==> src/rtl/led_drv_pkg.sv <==
package led_drv_pkg;

    localparam int SRC_N = 5;

    typedef enum logic [2:0] {
        SRC_TX    = 3'd0,
        SRC_RX    = 3'd1,
        SRC_COL   = 3'd2,
        SRC_JAB   = 3'd3,
        SRC_RXPOL = 3'd4
    } src_idx_e;

    localparam int BIT_STRETCH = 7;
    localparam int BIT_POL     = 14;
    localparam int BIT_STATUS  = 15;

    typedef struct packed {
        logic             pol;
        logic             stretch;
        logic [SRC_N-1:0] src_en;
    } led_cfg_t;

    localparam led_cfg_t CFG_RESET = '{pol: 1'b0, stretch: 1'b1, src_en: 5'b10011};

endpackage

==> src/rtl/led_cfg_reg.sv <==
module led_cfg_reg
    import led_drv_pkg::*;
(
    input  logic     clk,
    input  logic     rst_n,
    input  logic     wr_ok,
    input  led_cfg_t wr_cfg,
    output led_cfg_t cfg
);

    typedef struct packed {
        led_cfg_t cfg;
    } st_t;

    st_t st_d, st_q;

    always_comb begin
        st_d = st_q;
        if (wr_ok) begin
            st_d.cfg = wr_cfg;
        end
    end

    always_ff @(posedge clk or negedge rst_n) begin
        if (!rst_n) begin
            st_q.cfg <= CFG_RESET;
        end else begin
            st_q <= st_d;
        end
    end

    assign cfg = st_q.cfg;

endmodule

==> src/rtl/led_downtimer.sv <==
module led_downtimer #(
    parameter int LOAD = 16
) (
    input  logic clk,
    input  logic rst_n,
    input  logic load,
    output logic busy
);

    localparam int W = $clog2(LOAD + 1);
    localparam logic [W-1:0] LOAD_V = W'(LOAD);

    typedef struct packed {
        logic [W-1:0] cnt;
    } st_t;

    st_t st_d, st_q;

    always_comb begin
        st_d = st_q;
        if (load) begin
            st_d.cnt = LOAD_V;
        end else if (st_q.cnt != '0) begin
            st_d.cnt = st_q.cnt - 1'b1;
        end
    end

    always_ff @(posedge clk or negedge rst_n) begin
        if (!rst_n) begin
            st_q.cnt <= '0;
        end else begin
            st_q <= st_d;
        end
    end

    assign busy = (st_q.cnt != '0);

endmodule

==> src/rtl/led_activity_drv.sv <==
module led_activity_drv
    import led_drv_pkg::*;
#(
    parameter int MASK_CYC = 500,
    parameter int HOLD_CYC = 6250000
) (
    input  logic        clk,
    input  logic        rst_n,
    input  logic        led_prog_en,
    input  logic        wr_en,
    input  logic [31:0] wr_data,
    output logic [31:0] rd_data,
    input  logic        act_tx,
    input  logic        act_rx,
    input  logic        act_col,
    input  logic        act_jab,
    input  logic        act_rxpol,
    input  logic        tx_done,
    output logic        pin_oe,
    output logic        pin_data
);

    led_cfg_t         cfg;
    led_cfg_t         wr_cfg;
    logic             col_masked;
    logic             hold_busy;
    logic [SRC_N-1:0] src_vec;
    logic [SRC_N-1:0] gated;
    logic             or_now;
    logic             led_active;
    logic             unused_wr_bits;

    assign wr_cfg.pol     = wr_data[BIT_POL];
    assign wr_cfg.stretch = wr_data[BIT_STRETCH];
    assign wr_cfg.src_en  = wr_data[SRC_N-1:0];
    assign unused_wr_bits = ^{wr_data[31:BIT_POL+1], wr_data[BIT_POL-1:BIT_STRETCH+1],
                              wr_data[BIT_STRETCH-1:SRC_N]};

    led_cfg_reg u_cfg (
        .clk    (clk),
        .rst_n  (rst_n),
        .wr_ok  (wr_en & led_prog_en),
        .wr_cfg (wr_cfg),
        .cfg    (cfg)
    );

    led_downtimer #(.LOAD(MASK_CYC)) u_col_mask (
        .clk   (clk),
        .rst_n (rst_n),
        .load  (tx_done),
        .busy  (col_masked)
    );

    always_comb begin
        src_vec            = '0;
        src_vec[SRC_TX]    = act_tx;
        src_vec[SRC_RX]    = act_rx;
        src_vec[SRC_COL]   = act_col & ~col_masked;
        src_vec[SRC_JAB]   = act_jab;
        src_vec[SRC_RXPOL] = act_rxpol;
    end

    for (genvar i = 0; i < SRC_N; i++) begin : g_gate
        assign gated[i] = cfg.src_en[i] & src_vec[i];
    end

    assign or_now = |gated;

    led_downtimer #(.LOAD(HOLD_CYC)) u_stretch (
        .clk   (clk),
        .rst_n (rst_n),
        .load  (or_now),
        .busy  (hold_busy)
    );

    assign led_active = or_now | (cfg.stretch & hold_busy);

    always_comb begin
        if (cfg.pol) begin
            pin_oe   = 1'b1;
            pin_data = led_active;
        end else begin
            pin_oe   = led_active;
            pin_data = 1'b0;
        end
    end

    always_comb begin
        rd_data              = '0;
        rd_data[SRC_N-1:0]   = cfg.src_en;
        rd_data[BIT_STRETCH] = cfg.stretch;
        rd_data[BIT_POL]     = cfg.pol;
        rd_data[BIT_STATUS]  = or_now;
    end

endmodule

==> config.mk <==
export PLATFORM = sky130hd
export DESIGN_NAME = led_activity_drv
export DESIGN_NICKNAME = d
export VERILOG_FILES = /design/src/rtl/led_drv_pkg.sv /design/src/rtl/led_cfg_reg.sv /design/src/rtl/led_downtimer.sv /design/src/rtl/led_activity_drv.sv
export SDC_FILE = /design/constraint.sdc
export NUM_CORES = 1
export LEC_CHECK = 0
export BUFFER_PORTS_ARGS = -buffer_cell sky130_fd_sc_hd__buf_2
export CORE_MARGIN = 5
export CORE_UTILIZATION = 40
export DETAILED_ROUTE_END_ITERATION = 10
export GPL_ROUTABILITY_DRIVEN = 0
export GPL_TIMING_DRIVEN = 0
export PLACE_DENSITY = 0.66
export SLEW_MARGIN = 20
export SYNTH_ARGS = -nofsm -noshare
export SYNTH_HDL_FRONTEND = slang
export SYNTH_SLANG_ARGS = --single-unit
==> constraint.sdc <==
create_clock -name clk -period 2.7 [get_ports clk]
set_clock_uncertainty 0.15 [all_clocks]
set_input_delay 0.54 -clock clk [delete_from_list [all_inputs] [get_ports clk]]
set_output_delay 0.54 -clock clk [all_outputs]
set_load 0.005 [all_outputs]
==> flow_metrics.tcl <==
set metrics [dict create \
    diodes 0 \
    postLayoutCellArea_um2 2920 \
    core_region_area_um2 5473 \
    hold_ws_ns 0.2076 \
    grt_pass1_vias 1705 \
    arrival_ns 2.01 \
    required_ns 2.01 \
    yosys_warnings 0 \
    syn_area_um2 2248 \
    die_y_um 84.98 \
    wirelength_um 4803 \
    grt_pass1_wl_um 7693 \
    path_clk_slew_ns 0.08 \
    violations "setup timing" \
    critPathCaptureType "primary output" \
    cts_root_buf "clkbuf_8" \
    dpl_worst_slack_ns -0.1389 \
    met3_usage_pct 3.689 \
    start_util_pct 41.08 \
    drive_gt1_share_pct 38.51 \
    critical_path_class "reg -> out" \
    post-route-period-util_pct 100.0 \
    syn_avg_cell_area_um2 9.861 \
    yosysSeqAreaShare_pct 43.63 \
    top_usage_layer "met2" \
    nFillCells 501 \
    min_period_ns 2.701 \
    dpl-instance-area_um2 2555 \
    htreeDepth 2 \
    synth-seq-cells 39 \
    first_iter_violations 79 \
    dr.pass1.iters 4 \
    ys_async_sr_fraction_pct 100.0 \
    die_w_um 84.98 \
    num_vias 1819 \
    setup_viol 1 \
    power_leakage_nw 1.274 \
    synth_edf_count 0 \
    start_kind "flip-flop" \
    grt-ovfl-total 0 \
    ant_nets 0 \
    yosysTopAreaCell "dfrtp_1" \
    final-hold-violation-count 0 \
    cts_tree "yes" \
    rsz0062_at_grt "true" \
    syn_to_final_growth_pct 29.88 \
    worst_pin_slew_ns 0.8649 \
    clock_path_buffers 2 \
    drc 0 \
    cts.sinks 39 \
    timing.fmax_mhz 370.2 \
    outcome "finished with violations" \
    gr-usage-met2_pct 20.83 \
    relSlewSlack_pct 42.34 \
    cp_max_fo 7 \
    min_path_type "in -> async" \
    finalPower_mw 1.612 \
    grt_max_degree 40 \
    hpwl_um 3196 \
    synth-main-ff-cell "dfrtp_1" \
    synth.top_cell.area_share_pct 38.95 \
    grtUsageMet1_pct 16.97 \
    layout_setup_ws_ns -0.001025 \
    finish.net_count 352 \
    synthTopCellsByArea "dfrtp_1 39%, buf_4 8.7%, xnor2_1 6.2%, dfstp_2 4.7%, mux2_2 3.5%" \
    design.die.area_um2 7221 \
    clk_latency_ns 0.29 \
    placementRows 27 \
    synth_cell_types 48 \
    viasPerCell 4.774 \
    grt_usage_pct 12.85 \
    cts_buffers 5 \
    grt_antenna_before_repair 0 \
    ios 76 \
    drv_slew 0 \
    wire_per_inst_um 12.61 \
    powerDensity_nw_per_um2 551.9 \
    cts_hold_buf 0 \
    maxCapViolCount 0 \
    synthCells 228 \
    setup_tns_ns -0.001025 \
    worst_ir_drop_vdd_uv 353.5 \
    port_buffers 26 \
]
flip-flops by register name (all words and copies together) (netlist names):
| register | count |
|---|---|
| u_stretch.st_q | 23 |
| u_col_mask.st_q | 9 |
| u_cfg.cfg | 7 |
routing by layer:
layer / vias to the layer above / wire length [µm]
met5: - / 0
met4: 0 / 29
met3: 5 / 315
met2: 51 / 2274
met1: 848 / 2184
li1: 915 / -
what timing repair did:
action | in CTS | in global routing
pin swaps | 6 | 5
setup buffers | 17 | 10
setup endpoints to repair | 3 | 5
resized for setup | 13 | 11
cell usage after synthesis, types with 2 or more instances:
| cell type | number |
|---|---|
| or4_4 | 3 |
| inv_1 | 6 |
| nor2b_1 | 2 |
| xor2_1 | 2 |
| dfstp_2 | 4 |
| mux2_2 | 7 |
| ha_1 | 2 |
| nand2b_1 | 2 |
| nor3_1 | 7 |
| nor3b_1 | 2 |
| o211ai_1 | 2 |
| and2_1 | 2 |
| nor2_1 | 19 |
| or4_1 | 4 |
| buf_2 | 2 |
| nor4_4 | 2 |
| dfrtp_1 | 35 |
| nand2_1 | 21 |
| xnor2_1 | 16 |
| buf_4 | 26 |
| nand3_1 | 4 |
| nand3b_1 | 4 |
| a22oi_1 | 2 |
| a21oi_1 | 10 |
| nand4_1 | 2 |
| o21ai_0 | 3 |
| nor3_2 | 2 |
| nor4_1 | 5 |
| o31ai_1 | 2 |
| or3_1 | 5 |
| clkbuf_1 | 3 |
| a211oi_1 | 4 |
stage by stage:
step,utilization (%),std cells
after floorplan,-,251
after global placement,46.69,349
after detailed placement,46.69,349
after CTS,51.49,372
after global routing,53.36,381
final,53.36,381
final timing paths:
kind                       cells after the start                  to  slack, ns               start
setup reg to reg                              13   u_stretch.st_q[8]       0.09  u_col_mask.st_q[1]
min in group clk                               2  u_col_mask.st_q[0]       0.29             tx_done
hold reg to reg                                2  u_col_mask.st_q[6]       0.39  u_col_mask.st_q[6]
max in group asynchronous                      1  u_stretch.st_q[19]       1.65               rst_n
setup / recovery                               6              pin_oe     -0.001  u_col_mask.st_q[5]
hold / removal                                 1   u_stretch.st_q[5]       0.21               rst_n
layout make-up:
cell class / instances / area, µm² / share of cell area [%]
Buffer: 28 / 214.0 / 7.326
Clock buffer: 6 / 82.58 / 2.828
Clock inverter: 2 / 16.27 / 0.5570
Inverter: 7 / 27.53 / 0.9426
Multi-Input combinational cell: 174 / 1166 / 39.93
Sequential cell: 39 / 980.9 / 33.59
Tap cell: 72 / 90.09 / 3.085
Timing Repair Buffer: 53 / 342.8 / 11.74
cell usage in the layout, fill, tap and decap left out, drive strengths merged, types with 8 or more instances in the layout:
| cell | instances |
|---|---|
| clkbuf | 8 |
| conb | 24 |
| buf | 79 |
| nor2 | 19 |
| dfrtp | 35 |
| a21oi | 10 |
| xnor2 | 16 |
| nor3 | 9 |
| nand2 | 21 |
kinds of logic after synthesis:
kind of cell	share of synthesized area [%]
adder cells (fa/ha/maj)	1.113
flip-flops	43.63
XOR/XNOR	7.012
buffers and inverters	10.80
other	0.1668
AO/OA/AOI/OAI	9.293
AND/OR/NAND/NOR	24.49
multiplexers	3.506
power by group:
part	switching, mW	internal [mW]
combinational	0.226	0.236
sequential	0.0747	0.648
clock	0.219	0.209
worst max-delay path: stages (launching register included):
cell	delay, ns
dfrtp_1	0.39
or4_4	0.56
nor4_4	0.23
a31oi_4	0.18
clkbuf_8	0.17
nand3b_1	0.07
buf_2	0.12
No activity file was read; power rests on OpenSTA's default activity.
